File: src/rtl/sched_pkg.sv
package sched_pkg;

  typedef enum logic {
    ST_IDLE = 1'b0,
    ST_RUN  = 1'b1
  } schedState_e;

  // Strobes from control to datapath
  typedef struct packed {
    logic clear;
    logic evalEn;
    logic ptrUpd;
  } schedStrobes_t;

  // Status from datapath to control
  typedef struct packed {
    logic allInNext;
    logic allOutNext;
  } schedStatus_t;

endpackage

File: src/rtl/sched_rr_arb.sv
module sched_rr_arb #(
  parameter int N = 4,
  localparam int PtrW = (N > 1) ? $clog2(N) : 1
) (
  input  logic [N-1:0]    req,
  input  logic [PtrW-1:0] base,
  output logic [N-1:0]    gnt
);

  always_comb begin
    logic found;
    gnt   = '0;
    found = 1'b0;
    for (int off = 0; off < N; off++) begin
      int idx;
      idx = int'(base) + off;
      if (idx >= N) idx = idx - N;
      if (!found && req[idx]) begin
        gnt[idx] = 1'b1;
        found    = 1'b1;
      end
    end
  end

endmodule

File: src/rtl/sched_ctrl.sv
module sched_ctrl
  import sched_pkg::*;
#(
  parameter int W = 4,
  localparam int IdxW = (W > 1) ? $clog2(W) : 1
) (
  input  logic                clk,
  input  logic                rstN,
  input  logic                start,
  input  schedStatus_t        status,
  output schedStrobes_t       strb,
  output logic [IdxW-1:0]     round,
  output logic                done
);

  localparam logic [IdxW-1:0] LastRound = IdxW'(W - 1);

  schedState_e state;
  logic        finishNow;

  assign finishNow = (round == LastRound) || status.allInNext || status.allOutNext;

  always_comb begin
    strb.clear  = (state == ST_IDLE) && start;
    strb.evalEn = (state == ST_RUN);
    strb.ptrUpd = (state == ST_RUN) && finishNow;
  end

  always_ff @(posedge clk) begin
    if (!rstN) begin
      state <= ST_IDLE;
      round <= '0;
      done  <= 1'b0;
    end else begin
      done <= strb.ptrUpd;
      case (state)
        ST_IDLE: begin
          if (start) begin
            state <= ST_RUN;
            round <= '0;
          end
        end
        ST_RUN: begin
          if (finishNow) state <= ST_IDLE;
          else           round <= round + 1'b1;
        end
        default: state <= ST_IDLE;
      endcase
    end
  end

endmodule

File: src/rtl/sched_dp.sv
module sched_dp
  import sched_pkg::*;
#(
  parameter int N = 4,
  parameter int W = 4,
  localparam int DestW = (N > 1) ? $clog2(N) : 1,
  localparam int IdxW  = (W > 1) ? $clog2(W) : 1
) (
  input  logic                 clk,
  input  logic                 rstN,
  input  schedStrobes_t        strb,
  input  logic [IdxW-1:0]      round,
  input  logic [N*W-1:0]       winValid,
  input  logic [N*W*DestW-1:0] winDest,
  output schedStatus_t         status,
  output logic [N-1:0]         grant,
  output logic [N*IdxW-1:0]    grantIdx
);

  logic [N-1:0]             inMatched, outMatched;
  logic [N-1:0]             curValid, inWin, outAny;
  logic [N-1:0][DestW-1:0]  curDest;
  logic [N-1:0][N-1:0]      req, gnt;
  logic [DestW-1:0]         ptr, owner0, ownerNow, owner0Next, nextPtr;
  logic                     out0Taken, out0TakenNext;

  // Select the window position for the current round
  always_comb begin
    for (int i = 0; i < N; i++) begin
      curValid[i] = winValid[i*W + int'(round)];
      curDest[i]  = winDest[(i*W + int'(round))*DestW +: DestW];
    end
  end

  // Requests: unmatched input, valid cell, free output
  always_comb begin
    for (int o = 0; o < N; o++) begin
      for (int i = 0; i < N; i++) begin
        req[o][i] = !inMatched[i] && curValid[i] &&
                    (curDest[i] == DestW'(o)) && !outMatched[o];
      end
    end
  end

  genvar go;
  generate
    for (go = 0; go < N; go++) begin : g_arb
      sched_rr_arb #(.N(N)) u_arb (
        .req (req[go]),
        .base(ptr),
        .gnt (gnt[go])
      );
    end
  endgenerate

  always_comb begin
    inWin    = '0;
    ownerNow = owner0;
    for (int o = 0; o < N; o++) begin
      outAny[o] = |gnt[o];
      inWin     = inWin | gnt[o];
    end
    for (int i = 0; i < N; i++) begin
      if (gnt[0][i]) ownerNow = DestW'(i);
    end
  end

  assign out0TakenNext     = out0Taken | outAny[0];
  assign owner0Next        = ownerNow;
  assign nextPtr           = (owner0Next == DestW'(N - 1)) ? '0 : owner0Next + 1'b1;
  assign status.allInNext  = &(inMatched | inWin);
  assign status.allOutNext = &(outMatched | outAny);
  assign grant             = inMatched;

  always_ff @(posedge clk) begin
    if (!rstN) begin
      inMatched  <= '0;
      outMatched <= '0;
      grantIdx   <= '0;
      out0Taken  <= 1'b0;
      owner0     <= '0;
      ptr        <= '0;
    end else if (strb.clear) begin
      inMatched  <= '0;
      outMatched <= '0;
      grantIdx   <= '0;
      out0Taken  <= 1'b0;
    end else if (strb.evalEn) begin
      inMatched  <= inMatched | inWin;
      outMatched <= outMatched | outAny;
      for (int i = 0; i < N; i++) begin
        if (inWin[i]) grantIdx[i*IdxW +: IdxW] <= round;
      end
      out0Taken <= out0TakenNext;
      owner0    <= owner0Next;
      if (strb.ptrUpd && out0TakenNext) ptr <= nextPtr;
    end
  end

endmodule

File: src/rtl/lookahead_sched.sv
module lookahead_sched
  import sched_pkg::*;
#(
  parameter int N = 4,
  parameter int W = 4,
  localparam int DestW = (N > 1) ? $clog2(N) : 1,
  localparam int IdxW  = (W > 1) ? $clog2(W) : 1
) (
  input  logic                 clk,
  input  logic                 rstN,
  input  logic                 start,
  input  logic [N*W-1:0]       winValid,
  input  logic [N*W*DestW-1:0] winDest,
  output logic [N-1:0]         grant,
  output logic [N*IdxW-1:0]    grantIdx,
  output logic                 done
);

  schedStrobes_t   strb;
  schedStatus_t    status;
  logic [IdxW-1:0] round;

  sched_ctrl #(.W(W)) u_ctrl (
    .clk   (clk),
    .rstN  (rstN),
    .start (start),
    .status(status),
    .strb  (strb),
    .round (round),
    .done  (done)
  );

  sched_dp #(.N(N), .W(W)) u_dp (
    .clk     (clk),
    .rstN    (rstN),
    .strb    (strb),
    .round   (round),
    .winValid(winValid),
    .winDest (winDest),
    .status  (status),
    .grant   (grant),
    .grantIdx(grantIdx)
  );

endmodule

File: config.mk
export PLATFORM = sky130hd
export DESIGN_NAME = lookahead_sched
export DESIGN_NICKNAME = d
export VERILOG_FILES = /design/src/rtl/sched_pkg.sv /design/src/rtl/sched_rr_arb.sv /design/src/rtl/sched_ctrl.sv /design/src/rtl/sched_dp.sv /design/src/rtl/lookahead_sched.sv
export SDC_FILE = /design/constraint.sdc
export NUM_CORES = 1
export LEC_CHECK = 0
export ABC_AREA = 1
export BUFFER_PORTS_ARGS = -buffer_cell sky130_fd_sc_hd__buf_2
export CORE_ASPECT_RATIO = 0.5
export CORE_MARGIN = 2
export CORE_UTILIZATION = 45
export DETAILED_ROUTE_END_ITERATION = 8
export GPL_TIMING_DRIVEN = 0
export PLACE_DENSITY = 0.68
export SYNTH_ARGS = -nofsm -noshare
export SYNTH_HDL_FRONTEND = slang
export SYNTH_SLANG_ARGS = --single-unit
File: constraint.sdc
create_clock -name clk -period 4.4 [get_ports clk]
set_clock_uncertainty 0.05 [all_clocks]
set_input_delay 0.88 -clock clk [delete_from_list [all_inputs] [get_ports clk]]
set_output_delay 0.88 -clock clk [all_outputs]
set_load 0.01 [all_outputs]
==> flow_results.org <==
** Status
- Result of the run :: finished clean

** Global route
- Wire length of the first global-routing pass :: 14.4 mm
- Entering global routing, the biggest net connects 16 pins.
- Via count of the first global-routing pass :: 3094
- The number of antenna violations at the first check in global routing is 0.
- For this run the aggregate overflow at the end of global routing stands at 0.
- Overall track demand over capacity in global routing :: 24.6%

** STA
- The worst path uses between 80% and 90% of the clock period.
- Setup repair after global routing left no endpoint under its margin.
- The number of hold violations in the final report is 0.
- Timing would allow up to 0.266 GHz.
- Worst-margin pin slew :: 0.568 ns
- Relative slew slack :: 62.1%
- Post-route minimum period :: 3.76 ns
- Setup violations remaining at the end of the flow were counted as 0.
- The final-report max-slew violation count came to 0.
- Summed over all failing endpoints, the final setup total negative slack is 0 ns.

** Logic synthesis
- Number of flops mapped to enable cells by yosys :: 0
- Top cells by area in the synthesized netlist :: sky130_fd_sc_hd__nand3_1, sky130_fd_sc_hd__nand2_1, sky130_fd_sc_hd__dfxtp_1, sky130_fd_sc_hd__inv_1, sky130_fd_sc_hd__nor2_1
- Net Count, Synth :: 616
- The share of the Yosys chip area taken by registers is around 17%.
- Simple-gate share of the synthesized area :: 61.1%
- Area share of the largest cell type after synthesis :: 23.3%
- Multiplexer cells account for 0% of the synthesized area.
- Of the total synthesized cell area, the portion taken by XOR and XNOR cells is 0.291%.
- sky130_fd_sc_hd__nand2_1 is the most common cell in the netlist.
- After synthesis, the share of flip-flops with an asynchronous set or reset is 0%.
- Summing the areas of all fa, ha and maj instances in the mapped netlist gives 2.08% of the synthesized area.
- Flip-flop and latch count after synthesis :: 25
- Distinct cell type count of the synthesized netlist :: 25
- After synthesis, the largest family of logic cells by area is simple AND/OR/NAND/NOR gates.
- A synthesized cell averages 5.37 um2.
- Most used flip-flop cell after synthesis :: sky130_fd_sc_hd__dfxtp_1
- Most used standard cells in the synthesized netlist :: sky130_fd_sc_hd__nand2_1, sky130_fd_sc_hd__nand3_1, sky130_fd_sc_hd__inv_1, sky130_fd_sc_hd__nor2_1, sky130_fd_sc_hd__dfxtp_1
- Cell type with the highest aggregate area in the netlist :: sky130_fd_sc_hd__nand3_1
- Summing every instance area after synthesis gives 3010 um2.
- Summing the areas of all compound-gate instances in the mapped netlist gives roughly 5.6% of the synthesized area.
- The cell count after synthesis came out at 560.
- For this run, the number of Yosys warnings is 0.

** Drt
- Number of DRC markers after the initial detailed-route iteration :: 352
- The first TritonRoute pass finished after 5 iterations.
- Across all layers, the routed design uses 3664 vias.
- The count of nets left with antenna violations once routing finished came out at 0.
- After detailed routing, the total wire length is 8.93 mm.
- In the routed design, unresolved DRC markers number 0.
- Dividing the detail-routed wire length by the instance count gives between 10 and 15 um.
- Post-detailed-route via-to-cell ratio :: 5.12

** Pwr
- Static Leak :: 2.02 nW
- Total power consumption of the routed design :: ~1.3 mW
- IR analysis of the VDD net gives a maximum drop of 0.194 mV.
- In this run the power density over the cells is 375 nW/um2.

** Min path
- Min-Delay Endpoint :: u_dp.out0Taken$_SDFFE_PP0P_
- In this run the most critical hold path is launched from u_dp.out0Taken$_SDFFE_PP0P_.
- Hold path cells :: 2
- The tightest min-delay check is of the register to register type.

** Floorplanning
- Effective utilization at floorplan :: 48.1%
- Die Ht :: 61.8 um
- Core area :: 6260 um2
- The floorplan has 20 rows.
- The die is 120 um wide.
- The floorplan step defined a die boundary enclosing 7390 um2.
- Pin placement for this block handled between 60 and 70 I/O pins.

** Critical path
- In this run the register-to-register setup slack is 0.64 ns.
- Type of destination of the critical path :: register
- Series of cell instances along the critical path :: buf_2 -> clkinv_1 -> clkbuf_1 -> ha_1 -> clkbuf_1 -> inv_1 -> nand2_1 -> nand2_2 -> nand3_1 -> nand2_1 -> nand3b_1 -> nor2_1 -> nand3_1 -> nand2_1 -> inv_1 -> nand2_1 -> nand3_2 -> nand3_2 -> nand2_1 -> nand2_1 -> nor2_1
- In this design, the critical path's most frequently occurring cell is sky130_fd_sc_hd__nand2_1.
- Grouping stages by cell kind, the critical path spends the most delay in simple AND/OR/NAND/NOR gates.
- RR Endpoint :: u_dp.ptr[0]$_SDFFE_PN0P_
- Startpoint type of the worst setup path :: register
- Worst path required time :: approximately 4.5 ns
- The largest individual stage delay along the critical path comes from the cell sky130_fd_sc_hd__ha_1.
- On the worst path, the slowest cell contributes a delay of 0.37 ns.
- Counting buffers and inverters, the worst setup path is 21 cells deep.
- Worst r2r src :: u_dp.ptr[0]$_SDFFE_PN0P_
- The worst setup path is of the register to register kind.
- Logic depth of the worst register-to-register path :: 21
- Total buffers and inverters traversed by the critical path :: 6
- Of all nets on the critical path, the largest fanout is 11.
- Data arrival, critical path :: 3.87 ns

** Clock network
- Resize count post-CTS :: 0
- Number of buffers inserted by hold repair at cts :: 0
- Clock-pin slew was measured on the worst setup and hold paths at 0.07 ns.
- Clock Tree Buf Depth :: 2
- Clock latency on the worst-skew pair, taken at its later pin, is between 0.2 and 0.3 ns.
- The number of setup buffers added after CTS is 0.
- The clock net in this run drives a total of 25 sinks.
- Clk Tree Root Cell :: sky130_fd_sc_hd__clkbuf_16
- TritonCTS built the clock tree.
- H-tree level count :: 1
- Number of clock buffers inserted by TritonCTS :: 3

** Cells and area
- Of the cells placed in the final design, the portion with a size suffix greater than 1 is a little over a fifth.
- 0 antenna diodes ended up in the layout.
- Layout area overhead :: 16.9%
- Final #Nets :: 684
- Final core occ :: 56.2%

** Placement
- Detailed placement finished with a half-perimeter wire length of between 7 and 8 mm.
- IO buf count :: 63
- Routability-driven placement finished with a final weighted congestion of 0.972.

** Flow run
- The tool flagged a number of max-cap violations equal to 0.
## logic make-up (layout without fill, tap and decap cells)
group | count (synthesis) | in the layout
AND/OR/NAND/NOR | 397 | 397
buffers and inverters | 100 | 167
AO/OA/AOI/OAI | 32 | 32
flip-flops | 25 | 25
adder cells (fa/ha/maj) | 5 | 5
XOR/XNOR | 1 | 1
## worst min-delay path: stages (launching register included)
cell                      delay, ns
sky130_fd_sc_hd__dfxtp_1       0.30
sky130_fd_sc_hd__inv_1         0.06
sky130_fd_sc_hd__a21oi_1       0.06
## stage by stage
stage	instances	hold slack (ns)	setup slack (ns)	instance area (um2)
after detailed placement	711	0.411	0.722	3430
final	715	0.416	0.635	3510
after floorplan	560	0.386	1.48	3010
after global placement	711	0.407	0.729	3430
after global routing	715	0.446	0.302	3510
after CTS	715	0.420	0.700	3510
## area by class of cell
type	count	area [um2]
Fill cell	699	2740
Multi-Input combinational cell	435	2080
Sequential cell	25	500
Timing Repair Buffer	63	315
Inverter	76	288
Buffer	24	143
Tap cell	88	110
Clock buffer	3	75.1
Clock inverter	1	7.51
## where the power goes
group | switching (mW) | total (mW) | internal, mW
combinational | 0.570 | 0.840 | 0.270
clock | 0.0826 | 0.206 | 0.123
sequential | 0.0186 | 0.272 | 0.253
total | 0.671 | 1.32 | 0.646
## layer usage
metal	wire (um)	global-route usage [%]	share of wire, %
met5	0	0	0
met4	29	2.52	0.32
met3	655	3.47	7.3
met2	3700	41.6	41
met1	4540	35.1	51
## how the worst max path moves through the flow
| stage | from | endpoint | slack (ns) |
|---|---|---|---|
| 2_1_floorplan | u_dp.ptr[0]$_SDFFE_PN0P_ | u_dp.ptr[0]$_SDFFE_PN0P_ | 1.48 |
| 3_3_place_gp | u_dp.ptr[0]$_SDFFE_PN0P_ | u_dp.ptr[0]$_SDFFE_PN0P_ | 0.73 |
| 3_5_place_dp | u_dp.ptr[0]$_SDFFE_PN0P_ | u_ctrl.round[0]$_SDFFE_PN0P_ | 0.72 |
| 4_1_cts | u_dp.ptr[0]$_SDFFE_PN0P_ | u_dp.ptr[0]$_SDFFE_PN0P_ | 0.70 |
| 5_1_grt | u_dp.ptr[0]$_SDFFE_PN0P_ | u_dp.ptr[1]$_SDFFE_PN0P_ | 0.30 |
| 6_report | u_dp.ptr[0]$_SDFFE_PN0P_ | u_dp.ptr[0]$_SDFFE_PN0P_ | 0.64 |
## cell usage in the layout (no fill, tap or decap), drive strengths merged
cell      Yosys  routed
o21ai        11      11
ha            5       5
nor2         57      57
buf          15      78
nand4         1       1
a21oi        18      18
clkinvlp      0       1
o211ai        3       3
nand2       190     190
inv          73      73
clkinv        3       3
clkbuf        9      12
dfxtp        25      25
nand3b        2       2
xor2          1       1
nand3       147     147
## state kept, by name, indices dropped and copies added (netlist names), 2 cells and up
signal           flops
u_dp.owner0          2
u_dp.grantIdx        8
u_dp.ptr             2
u_dp.outMatched      4
u_ctrl.round         2
u_dp.grant           4
No activity file was read; power rests on OpenSTA's default activity.
